$ cat src/rtl/addr_map_pkg.sv
package addr_map_pkg;

    localparam int N_SLV      = 4;
    localparam int SLV_ROM    = 0;
    localparam int SLV_SRAM   = 1;
    localparam int SLV_EBI    = 2;
    localparam int SLV_BRIDGE = 3;

    typedef enum logic [1:0] {
        RK_INTERNAL,
        RK_EXTERNAL,
        RK_BRIDGE,
        RK_UNUSED
    } region_kind_t;

    typedef enum logic [1:0] {
        WK_ROM,
        WK_SRAM,
        WK_EXT0,
        WK_HOLE
    } win_kind_t;

    typedef enum logic [1:0] {
        ZT_ROM,
        ZT_SRAM,
        ZT_EXT0
    } zero_tgt_t;

    typedef enum logic [1:0] {
        ZM_SAMPLE,
        ZM_INT_BOOT,
        ZM_EXT_BOOT,
        ZM_REMAPPED
    } zm_state_t;

    typedef enum logic [1:0] {
        ER_IDLE,
        ER_FIRST,
        ER_SECOND
    } er_state_t;

endpackage

$ cat src/rtl/region_decoder.sv
module region_decoder
    import addr_map_pkg::*;
#(
    parameter int REGION_BITS      = 4,
    parameter int N_EXT_CS         = 8,
    parameter int INT_REGION       = 0,
    parameter int EXT_FIRST_REGION = 1,
    parameter int PERIPH_REGION    = 15,
    localparam int CS_IW           = (N_EXT_CS > 1) ? $clog2(N_EXT_CS) : 1
) (
    input  logic [REGION_BITS-1:0] region,
    output region_kind_t           kind,
    output logic [CS_IW-1:0]       cs_idx
);

    localparam logic [REGION_BITS-1:0] INT_R  = REGION_BITS'(INT_REGION);
    localparam logic [REGION_BITS-1:0] EXT_LO = REGION_BITS'(EXT_FIRST_REGION);
    localparam logic [REGION_BITS-1:0] EXT_HI = REGION_BITS'(EXT_FIRST_REGION + N_EXT_CS - 1);
    localparam logic [REGION_BITS-1:0] PER_R  = REGION_BITS'(PERIPH_REGION);

    logic                   in_ext;
    logic [REGION_BITS-1:0] rel;

    assign in_ext = (region >= EXT_LO) && (region <= EXT_HI);
    assign rel    = region - EXT_LO;

    always_comb begin
        cs_idx = '0;
        if (region == INT_R) begin
            kind = RK_INTERNAL;
        end else if (in_ext) begin
            kind   = RK_EXTERNAL;
            cs_idx = CS_IW'(rel);
        end else if (region == PER_R) begin
            kind = RK_BRIDGE;
        end else begin
            kind = RK_UNUSED;
        end
    end

endmodule

$ cat src/rtl/internal_window_decoder.sv
module internal_window_decoder
    import addr_map_pkg::*;
#(
    parameter int OFFS_W   = 28,
    parameter int WIN_BITS = 20,
    parameter int ROM_AW   = 15,
    parameter int SRAM_AW  = 17,
    parameter int ROM_WIN  = 1,
    parameter int SRAM_WIN = 2,
    localparam int SEL_W   = OFFS_W - WIN_BITS
) (
    input  logic [SEL_W-1:0]    win,
    input  logic [WIN_BITS-1:0] low,
    input  zero_tgt_t           zero_tgt,
    output win_kind_t           kind,
    output logic [OFFS_W-1:0]   offs
);

    localparam logic [SEL_W-1:0] ROM_W  = SEL_W'(ROM_WIN);
    localparam logic [SEL_W-1:0] SRAM_W = SEL_W'(SRAM_WIN);

    logic [OFFS_W-1:0] rom_offs;
    logic [OFFS_W-1:0] sram_offs;
    logic [OFFS_W-1:0] ext_offs;

    assign rom_offs  = OFFS_W'(low[ROM_AW-1:0]);
    assign sram_offs = OFFS_W'(low[SRAM_AW-1:0]);
    assign ext_offs  = OFFS_W'(low);

    always_comb begin
        kind = WK_HOLE;
        offs = '0;
        if (win == '0) begin
            unique case (zero_tgt)
                ZT_ROM:  begin kind = WK_ROM;  offs = rom_offs;  end
                ZT_SRAM: begin kind = WK_SRAM; offs = sram_offs; end
                ZT_EXT0: begin kind = WK_EXT0; offs = ext_offs;  end
                default: begin kind = WK_HOLE; offs = '0;        end
            endcase
        end else if (win == ROM_W) begin
            kind = WK_ROM;
            offs = rom_offs;
        end else if (win == SRAM_W) begin
            kind = WK_SRAM;
            offs = sram_offs;
        end
    end

endmodule

$ cat src/rtl/zero_map_fsm.sv
module zero_map_fsm
    import addr_map_pkg::*;
(
    input  logic      clk,
    input  logic      rst_n,
    input  logic      boot_ext,
    input  logic      remap_set,
    output zero_tgt_t zero_tgt,
    output logic      remapped
);

    zm_state_t state_q, state_d;

    always_ff @(posedge clk or negedge rst_n) begin
        if (!rst_n) begin
            state_q <= ZM_SAMPLE;
        end else begin
            state_q <= state_d;
        end
    end

    always_comb begin
        state_d = state_q;
        unique case (state_q)
            ZM_SAMPLE: begin
                if (remap_set)     state_d = ZM_REMAPPED;
                else if (boot_ext) state_d = ZM_EXT_BOOT;
                else               state_d = ZM_INT_BOOT;
            end
            ZM_INT_BOOT: if (remap_set) state_d = ZM_REMAPPED;
            ZM_EXT_BOOT: if (remap_set) state_d = ZM_REMAPPED;
            ZM_REMAPPED: state_d = ZM_REMAPPED;
            default:     state_d = ZM_SAMPLE;
        endcase
    end

    always_comb begin
        remapped = 1'b0;
        unique case (state_q)
            ZM_SAMPLE:   zero_tgt = boot_ext ? ZT_EXT0 : ZT_ROM;
            ZM_INT_BOOT: zero_tgt = ZT_ROM;
            ZM_EXT_BOOT: zero_tgt = ZT_EXT0;
            ZM_REMAPPED: begin
                zero_tgt = ZT_SRAM;
                remapped = 1'b1;
            end
            default:     zero_tgt = ZT_ROM;
        endcase
    end

endmodule

$ cat src/rtl/abort_resp_fsm.sv
module abort_resp_fsm
    import addr_map_pkg::*;
(
    input  logic clk,
    input  logic rst_n,
    input  logic bad_access,
    output logic rsp_ready,
    output logic rsp_err
);

    er_state_t state_q, state_d;

    always_ff @(posedge clk or negedge rst_n) begin
        if (!rst_n) begin
            state_q <= ER_IDLE;
        end else begin
            state_q <= state_d;
        end
    end

    always_comb begin
        state_d = state_q;
        unique case (state_q)
            ER_IDLE:   if (bad_access) state_d = ER_FIRST;
            ER_FIRST:  state_d = ER_SECOND;
            ER_SECOND: state_d = bad_access ? ER_FIRST : ER_IDLE;
            default:   state_d = ER_IDLE;
        endcase
    end

    always_comb begin
        unique case (state_q)
            ER_IDLE:   begin rsp_ready = 1'b1; rsp_err = 1'b0; end
            ER_FIRST:  begin rsp_ready = 1'b0; rsp_err = 1'b1; end
            ER_SECOND: begin rsp_ready = 1'b1; rsp_err = 1'b1; end
            default:   begin rsp_ready = 1'b1; rsp_err = 1'b0; end
        endcase
    end

endmodule

$ cat src/rtl/addr_map_decoder.sv
module addr_map_decoder
    import addr_map_pkg::*;
#(
    parameter int ADDR_W           = 32,
    parameter int REGION_BITS      = 4,
    parameter int N_EXT_CS         = 8,
    parameter int INT_REGION       = 0,
    parameter int EXT_FIRST_REGION = 1,
    parameter int PERIPH_REGION    = 15,
    parameter int WIN_BITS         = 20,
    parameter int ROM_AW           = 15,
    parameter int SRAM_AW          = 17,
    parameter int ROM_WIN          = 1,
    parameter int SRAM_WIN         = 2,
    parameter bit IS_CPU           = 1'b1
) (
    input  logic                          clk,
    input  logic                          rst_n,
    input  logic                          boot_ext,
    input  logic                          remap_set,
    input  logic                          addr_valid,
    input  logic [ADDR_W-1:0]             addr,
    output logic [N_SLV-1:0]              slv_sel,
    output logic [N_EXT_CS-1:0]           ext_cs_n,
    output logic [ADDR_W-REGION_BITS-1:0] slv_offs,
    output logic                          rsp_ready,
    output logic                          rsp_err
);

    localparam int OFFS_W = ADDR_W - REGION_BITS;
    localparam int SEL_W  = OFFS_W - WIN_BITS;
    localparam int CS_IW  = (N_EXT_CS > 1) ? $clog2(N_EXT_CS) : 1;

    region_kind_t         r_kind;
    logic [CS_IW-1:0]     r_cs_idx;
    win_kind_t            w_kind;
    logic [OFFS_W-1:0]    w_offs;
    zero_tgt_t            zero_tgt;
    logic                 remapped_q;
    logic                 bad_access;
    logic                 ebi_hit;
    logic [CS_IW-1:0]     cs_idx;

    region_decoder #(
        .REGION_BITS      (REGION_BITS),
        .N_EXT_CS         (N_EXT_CS),
        .INT_REGION       (INT_REGION),
        .EXT_FIRST_REGION (EXT_FIRST_REGION),
        .PERIPH_REGION    (PERIPH_REGION)
    ) u_region (
        .region (addr[ADDR_W-1 -: REGION_BITS]),
        .kind   (r_kind),
        .cs_idx (r_cs_idx)
    );

    internal_window_decoder #(
        .OFFS_W   (OFFS_W),
        .WIN_BITS (WIN_BITS),
        .ROM_AW   (ROM_AW),
        .SRAM_AW  (SRAM_AW),
        .ROM_WIN  (ROM_WIN),
        .SRAM_WIN (SRAM_WIN)
    ) u_window (
        .win      (addr[OFFS_W-1 -: SEL_W]),
        .low      (addr[WIN_BITS-1:0]),
        .zero_tgt (zero_tgt),
        .kind     (w_kind),
        .offs     (w_offs)
    );

    generate
        if (IS_CPU) begin : g_cpu_map
            zero_map_fsm u_zero (
                .clk       (clk),
                .rst_n     (rst_n),
                .boot_ext  (boot_ext),
                .remap_set (remap_set),
                .zero_tgt  (zero_tgt),
                .remapped  (remapped_q)
            );
        end else begin : g_fixed_map
            logic unused_straps;
            assign unused_straps = boot_ext ^ remap_set;
            assign zero_tgt      = ZT_SRAM;
            assign remapped_q    = 1'b0;
        end
    endgenerate

    always_comb begin
        slv_sel    = '0;
        slv_offs   = '0;
        ebi_hit    = 1'b0;
        cs_idx     = '0;
        bad_access = 1'b0;
        if (addr_valid) begin
            unique case (r_kind)
                RK_EXTERNAL: begin
                    slv_sel[SLV_EBI] = 1'b1;
                    ebi_hit          = 1'b1;
                    cs_idx           = r_cs_idx;
                    slv_offs         = addr[OFFS_W-1:0];
                end
                RK_BRIDGE: begin
                    slv_sel[SLV_BRIDGE] = 1'b1;
                    slv_offs            = addr[OFFS_W-1:0];
                end
                RK_INTERNAL: begin
                    unique case (w_kind)
                        WK_ROM: begin
                            slv_sel[SLV_ROM] = 1'b1;
                            slv_offs         = w_offs;
                        end
                        WK_SRAM: begin
                            slv_sel[SLV_SRAM] = 1'b1;
                            slv_offs          = w_offs;
                        end
                        WK_EXT0: begin
                            slv_sel[SLV_EBI] = 1'b1;
                            ebi_hit          = 1'b1;
                            slv_offs         = w_offs;
                        end
                        default: bad_access = 1'b1;
                    endcase
                end
                default: bad_access = 1'b1;
            endcase
        end
    end

    genvar g;
    generate
        for (g = 0; g < N_EXT_CS; g++) begin : g_cs
            assign ext_cs_n[g] = !(ebi_hit && (cs_idx == CS_IW'(g)));
        end
    endgenerate

    abort_resp_fsm u_abort (
        .clk        (clk),
        .rst_n      (rst_n),
        .bad_access (bad_access),
        .rsp_ready  (rsp_ready),
        .rsp_err    (rsp_err)
    );

endmodule

$ cat config.mk
export PLATFORM = sky130hd
export DESIGN_NAME = addr_map_decoder
export DESIGN_NICKNAME = d
export VERILOG_FILES = /design/src/rtl/addr_map_pkg.sv /design/src/rtl/region_decoder.sv /design/src/rtl/internal_window_decoder.sv /design/src/rtl/zero_map_fsm.sv /design/src/rtl/abort_resp_fsm.sv /design/src/rtl/addr_map_decoder.sv
export SDC_FILE = /design/constraint.sdc
export NUM_CORES = 1
export LEC_CHECK = 0
export ABC_AREA = 0
export BUFFER_PORTS_ARGS = -buffer_cell sky130_fd_sc_hd__buf_2
export CORE_ASPECT_RATIO = 1.2
export CORE_MARGIN = 2
export CORE_UTILIZATION = 37
export CTS_BUF_LIST = sky130_fd_sc_hd__clkbuf_8
export CTS_CLUSTER_SIZE = 16
export DETAILED_ROUTE_END_ITERATION = 16
export GPL_TIMING_DRIVEN = 0
export PLACE_DENSITY = 0.74
export SLEW_MARGIN = 10
export SYNTH_ARGS = -nofsm -noshare
export SYNTH_HDL_FRONTEND = slang
export SYNTH_HIERARCHICAL = 1
export SYNTH_SLANG_ARGS = --single-unit
$ cat constraint.sdc
create_clock -name clk -period 8.3 [get_ports clk]
set_input_delay 2.49 -clock clk [delete_from_list [all_inputs] [get_ports clk]]
set_output_delay 2.49 -clock clk [all_outputs]
set_load 0.1 [all_outputs]
After elaboration in Yosys (flattened, before gate mapping):

Index checks and enable logic that the tools add are counted.

* register bits: 4
* logic and storage cells: 97

* add/sub/neg operators: 1
* equal/unequal tests: 23
* reductions and logical operators: 29
* magnitude comparators: 2
* muxes and demuxes: 40

Operators by type and width (count)
* two-way mux 28 bit: 4
* case mux 20 bit (3 select lines): 1
* case mux 28 bit (2 select lines): 1
* two-way mux 2 bit: 11
* case mux 2 bit (3 select lines): 3
* two-way mux 17 bit: 1
* equality test 2 bit (second input constant): 6
* equality test 3 bit (second input constant): 4
* two-way mux 3 bit: 4
* two-way mux 1 bit: 11
* equality test 2 x 1 -> 1 bit (second input constant): 5
* zero test 2 bit: 5
* logical AND 1 bit: 9
* equality test 8 x 1 -> 1 bit (second input constant): 1
* equality test 8 x 2 -> 1 bit (second input constant): 1
* zero test 1 bit: 8
* zero test 8 bit: 1
* case mux 2 bit (4 select lines): 1
* equality test 3 x 2 -> 1 bit (second input constant): 2
* OR reduction 2 bit: 3
* equality test 4 bit (second input constant): 1
* >= comparator 4 x 1 -> 1 bit (second input constant): 1
* <= comparator 4 bit (second input constant): 1
* zero test 4 bit: 1
* 7 further kinds: 9

Depth between registers and ports, before layout:

* word-level depth: 12
* depth in mapped cells: 10
* mapped depth without buffers: 10

By module:

The synthesis kept the hierarchy.

By module, submodules not included
* addr_map_decoder: area an instance 590.6 um2, cells an instance 68, sequential area each 0.0 um2, times used 1
* internal_window_decoder: area an instance 317.8 um2, cells an instance 44, sequential area each 0.0 um2, times used 1
* abort_resp_fsm: area an instance 163.9 um2, cells an instance 16, sequential area each 50.0 um2, times used 1
* region_decoder: area an instance 161.4 um2, cells an instance 17, sequential area each 0.0 um2, times used 1
* zero_map_fsm: area an instance 153.9 um2, cells an instance 15, sequential area each 50.0 um2, times used 1

Worst setup path after synthesis:

No wires, ideal clock.

* kind: input port to output port
* start point: input port addr[25]
* end point: output port ext_cs_n[0]
* path slack: -0.211 ns
* cell stages on the path: 6
* data arrival time: 6.021 ns
* path buffers: 1
* cell sequence: or4_4 > a2111oi_4 > buf_6 > nand2_1 > nor4bb_1 > o21ai_0

* cells in the longest elaborated chain, start to end: 10

RTL lines
* start, declared: RTL line addr_map_decoder.sv:22 `input logic [ADDR_W-1:0] addr,`
* equality test 8 x 2 -> 1 bit: RTL line internal_window_decoder.sv:43 `end else if (win == SRAM_W) begin`
* two-way mux 2 bit: RTL line internal_window_decoder.sv:43
* two-way mux 2 bit: RTL line internal_window_decoder.sv:40 `end else if (win == ROM_W) begin`
* two-way mux 2 bit *: RTL line internal_window_decoder.sv:33 `if (win == '0) begin`
* via w_kind[1]: RTL line addr_map_decoder.sv:36 `win_kind_t w_kind;`
* equality test 2 bit *: RTL line addr_map_decoder.sv:108 `unique case (w_kind)`
* two-way mux 1 bit *: RTL line addr_map_decoder.sv:108
* case mux 1 bit (2 select lines) *: RTL line addr_map_decoder.sv:96 `unique case (r_kind)`
* two-way mux 1 bit *: RTL line addr_map_decoder.sv:95 `if (addr_valid) begin`
* logical AND 1 bit *: RTL line addr_map_decoder.sv:133 `assign ext_cs_n[g] = !(ebi_hit && (cs_idx == CS_IW'(g)));`
* zero test 1 bit *: RTL line addr_map_decoder.sv:133
* end, declared: RTL line addr_map_decoder.sv:24 `output logic [N_EXT_CS-1:0] ext_cs_n,`

Mark *: on every way through the listed nets, which the timed path passes. The rest lies on a longest branch.

Worst setup path after layout:

* start point: input port addr[25]
* end point: output port slv_offs[17]

* cells in the longest elaborated chain, start to end: 9

RTL lines
* equality test 8 x 2 -> 1 bit: RTL line internal_window_decoder.sv:43
* two-way mux 2 bit: RTL line internal_window_decoder.sv:43
* two-way mux 2 bit: RTL line internal_window_decoder.sv:40
* two-way mux 2 bit *: RTL line internal_window_decoder.sv:33
* via w_kind[1]: RTL line addr_map_decoder.sv:36
* equality test 2 x 1 -> 1 bit (tied with other cells): RTL line addr_map_decoder.sv:108
* OR reduction 3 bit (no source line) *
* two-way mux 28 bit *: RTL line addr_map_decoder.sv:108
* case mux 28 bit (2 select lines) *: RTL line addr_map_decoder.sv:96
* two-way mux 28 bit *: RTL line addr_map_decoder.sv:95
* end, declared: RTL line addr_map_decoder.sv:25 `output logic [ADDR_W-REGION_BITS-1:0] slv_offs,`

Marks and branches as above.

==> results by group <==
Synth
  • Post-Syn Area: ~1400 um2
  • Avg Cell Area, Syn: 8.67 um2
  • EDFF count, synth: 0
  • Top post-synthesis cells by area: a32o_1 21%, ha_1 13%, dfrtp_1 7.2%
  • Ys async rst share: 100%
  • Dominant synthesized flop cell: dfrtp_1
  • Largest area contributor in the netlist: a32o_1
  • Post-synth top area share: a little over a fifth
  • Count of different cell masters after synthesis: 39
  • Register area share after synthesis: 7.21%
  • Top-count cell post-synth: a32o_1
  • Synthesized flop and latch total: 4
  • Synth warn: 6
  • Commonest cells in the netlist: 29 x a32o_1, 14 x ha_1, 13 x and3_1
  • Synth Instances: 160

Floorplan
  • Initial cell density of the core: between 30% and 40%
  • Chip Width: roughly 60 um
  • CORE AREA: about 3600 um2
  • Io pins: between 70 and 80
  • Die area: 4260 um2
  • Core Rows: 24
  • Die Y: around 71 um

GRT
  • GR Util met1: between 20% and 30%
  • Met3 Use GR: roughly 2.4%
  • Initial antenna violation count: 0
  • All-Layer GR Usage: approximately 16%
  • Met2 GRT Util: about 29%
  • GRT Residual Overflow: 0
  • First-pass GRT wire length: ~5.7 mm
  • Largest net degree at the start of global routing: 11
  • GR peak layer: met2
  • Vias in the first global route: between 1000 and 1500

Clock network
  • Hold-fix buffers at CTS: 0
  • Cts repair resizes: 0
  • Clock transition at the registers of the reported paths: ~30 ps
  • Bufs on Longest Clock Path: 2
  • H-Tree Depth: 1
  • CTS Buf Count: 3
  • Clock Latency Late Sink: 210 ps
  • CTS tree: yes
  • Number of post-CTS setup repair buffers: 0
  • CTS root buf: clkbuf_8
  • Clk sinks: 4

Timing
  • Period minus WS final: just under 8000 ps
  • Clock skew: between 3 and 4 ps
  • Final Setup Violations: 0
  • Hold Fails Final Rpt: 0
  • Slew headroom: about three fifths
  • WHS: approximately 620 ps
  • Slew @ Worst Pin: 572 ps
  • Tcrit/Tclk final: between 90% and 100%
  • Max-slew violations: 0
  • Max Fclk: approximately 130 MHz
  • Setup tns final: 0 ps
  • RSZ-0062 raised after global routing: no

Min path
  • Hold Path Class: reg2reg

Worst setup path
  • Kind of end point of the critical path: primary output
  • CP max-delay cell: or4_4
  • Worst-path fanout max: 10
  • Most frequent CP cell: buf_2
  • Worst path arrival time: 5200 ps
  • Worst endpoint required time: a little under 6000 ps
  • Crit path buffers/inverters: 4
  • Crit path cell chain: buf_2 > or4_4 > a2111oi_4 > buf_6 > nand2_1 > a21oi_4 > buf_4 > a32o_1 > buf_2
  • Worst stage delay on the critical path: about 540 ps
  • R2r setup slk: between 6000 and 7000 ps
  • Worst setup SP type: primary input
  • Crit path kind: in2out
  • Crit path max-delay family: compound AO/OA/AOI/OAI gates

Layout
  • Layout cells sized above 1: between 40% and 50%
  • Fin area: around 1900 um2
  • Final nets: 300
  • Diodes inserted: 0
  • Non-Filler Instances: 286
  • Fillcell total: about 360
  • Synthesis-to-layout area growth: 36.9%

Place
  • DP Cell Count: approximately 280
  • Input/output buffers: 77
  • DP HPWL: between 2 and 3 mm
  • RePlAce Congestion: between 0.7 and 0.8
  • DP Area: about 1900 um2

Drt
  • WL/cell: between 10 and 15 um
  • Total Wirelength: 3.55 mm
  • Drt drc: 0
  • First-pass iteration count of the detailed router: 4
  • Via count: about 1500
  • Initial DRC count: ~130
  • Detail Route Antenna Nets: 0
  • Via/cell ratio: 5.35

Pwr
  • Worst vdd ir: 0.000212 V
  • Pwr Density: between 100 and 150 nW/um2
  • Static leakage: around 1.0 nW

Flow run
  • Max-Cap Viols: 0

Status
  • Status: completed
## worst min-delay path: stages, from the launching register on
cell,delay [ps]
dfrtp_1,380
nor2_1,60
a21oi_1,130
## cell usage in the layout (no fill, tap or decap), types with 3 or more instances in the layout
cell type and n:
buf_2 77, a32o_1 29, ha_1 14, and3_1 13
inv_1 12, buf_4 12, nand2_1 9, nor2_1 8
conb_1 8, and3_2 6, buf_6 5, dfrtp_1 4
and3b_1 3, nor2b_1 3, nand3_1 3, clkbuf_8 3
nor2b_4 3
## report_power, final
part	internal (mW)	switching, mW
clock	0.0309	0.00955
sequential	0.0248	0.00584
combinational	0.0459	0.157
## registers in the layout, summed over array words and instances, names as in the netlist
| signal | count |
|---|---|
| u_abort/state_q | 2 |
| g_cpu_map.u_zero/state_q | 2 |
## layer usage
metal,wire (um),vias up
li1,-,772
met1,1560,707
met2,1750,50
met3,243,0
met4,0,0
met5,0,-
## cells by family (layout without fill, tap and decap cells)
kind of cell | count (synthesis) | count (layout) | synth area share [%]
XOR/XNOR | 1 | 1 | 0.631
flip-flops | 4 | 4 | 7.21
adder cells (fa/ha/maj) | 14 | 14 | 12.6
buffers and inverters | 32 | 112 | 16.2
multiplexers | 4 | 4 | 3.70
AND/OR/NAND/NOR | 63 | 63 | 30.6
AO/OA/AOI/OAI | 41 | 41 | 28.8
other | 1 | 8 | 0.270
## per-stage QoR
step / total power, mW / worst slack (ps) / utilization, %
global placement: 0.232 / 631 / 51.6
CTS: 0.276 / 618 / 52.7
floorplan: 0.200 / 515 / -
detailed placement: 0.233 / 618 / 51.6
finish: 0.274 / 607 / 52.7
global route: 0.289 / 421 / 52.7
## cell type report
cell class	instances	area [um2]	area share [%]
inverter	12	45.0	2.37
sequential	4	100	5.27
clock buffer	3	41.3	2.17
timing repair buffer	77	385	20.3
multi-input combinational	131	1100	57.8
tap	39	48.8	2.57
buffer	20	180	9.49
## path summary, 6_finish.rpt
| path | from | to | depth (start not counted) |
|---|---|---|---|
| worst max-delay path | addr[25] | slv_offs[17] | 9 |
| min in group asynchronous | rst_n | g_cpu_map.u_zero/state_q[0]$_DFFE_PN0P_ | 1 |
| worst max register to register | g_cpu_map.u_zero/state_q[0]$_DFFE_PN0P_ | u_abort/state_q[0]$_DFFE_PN0P_ | 9 |
| worst min register to register | g_cpu_map.u_zero/state_q[1]$_DFFE_PN0P_ | g_cpu_map.u_zero/state_q[1]$_DFFE_PN0P_ | 2 |
| worst min-delay path | g_cpu_map.u_zero/state_q[1]$_DFFE_PN0P_ | g_cpu_map.u_zero/state_q[1]$_DFFE_PN0P_ | 2 |
| max in group asynchronous | rst_n | u_abort/state_q[1]$_DFFE_PN0P_ | 1 |
Power figures use the tool's default switching activity.
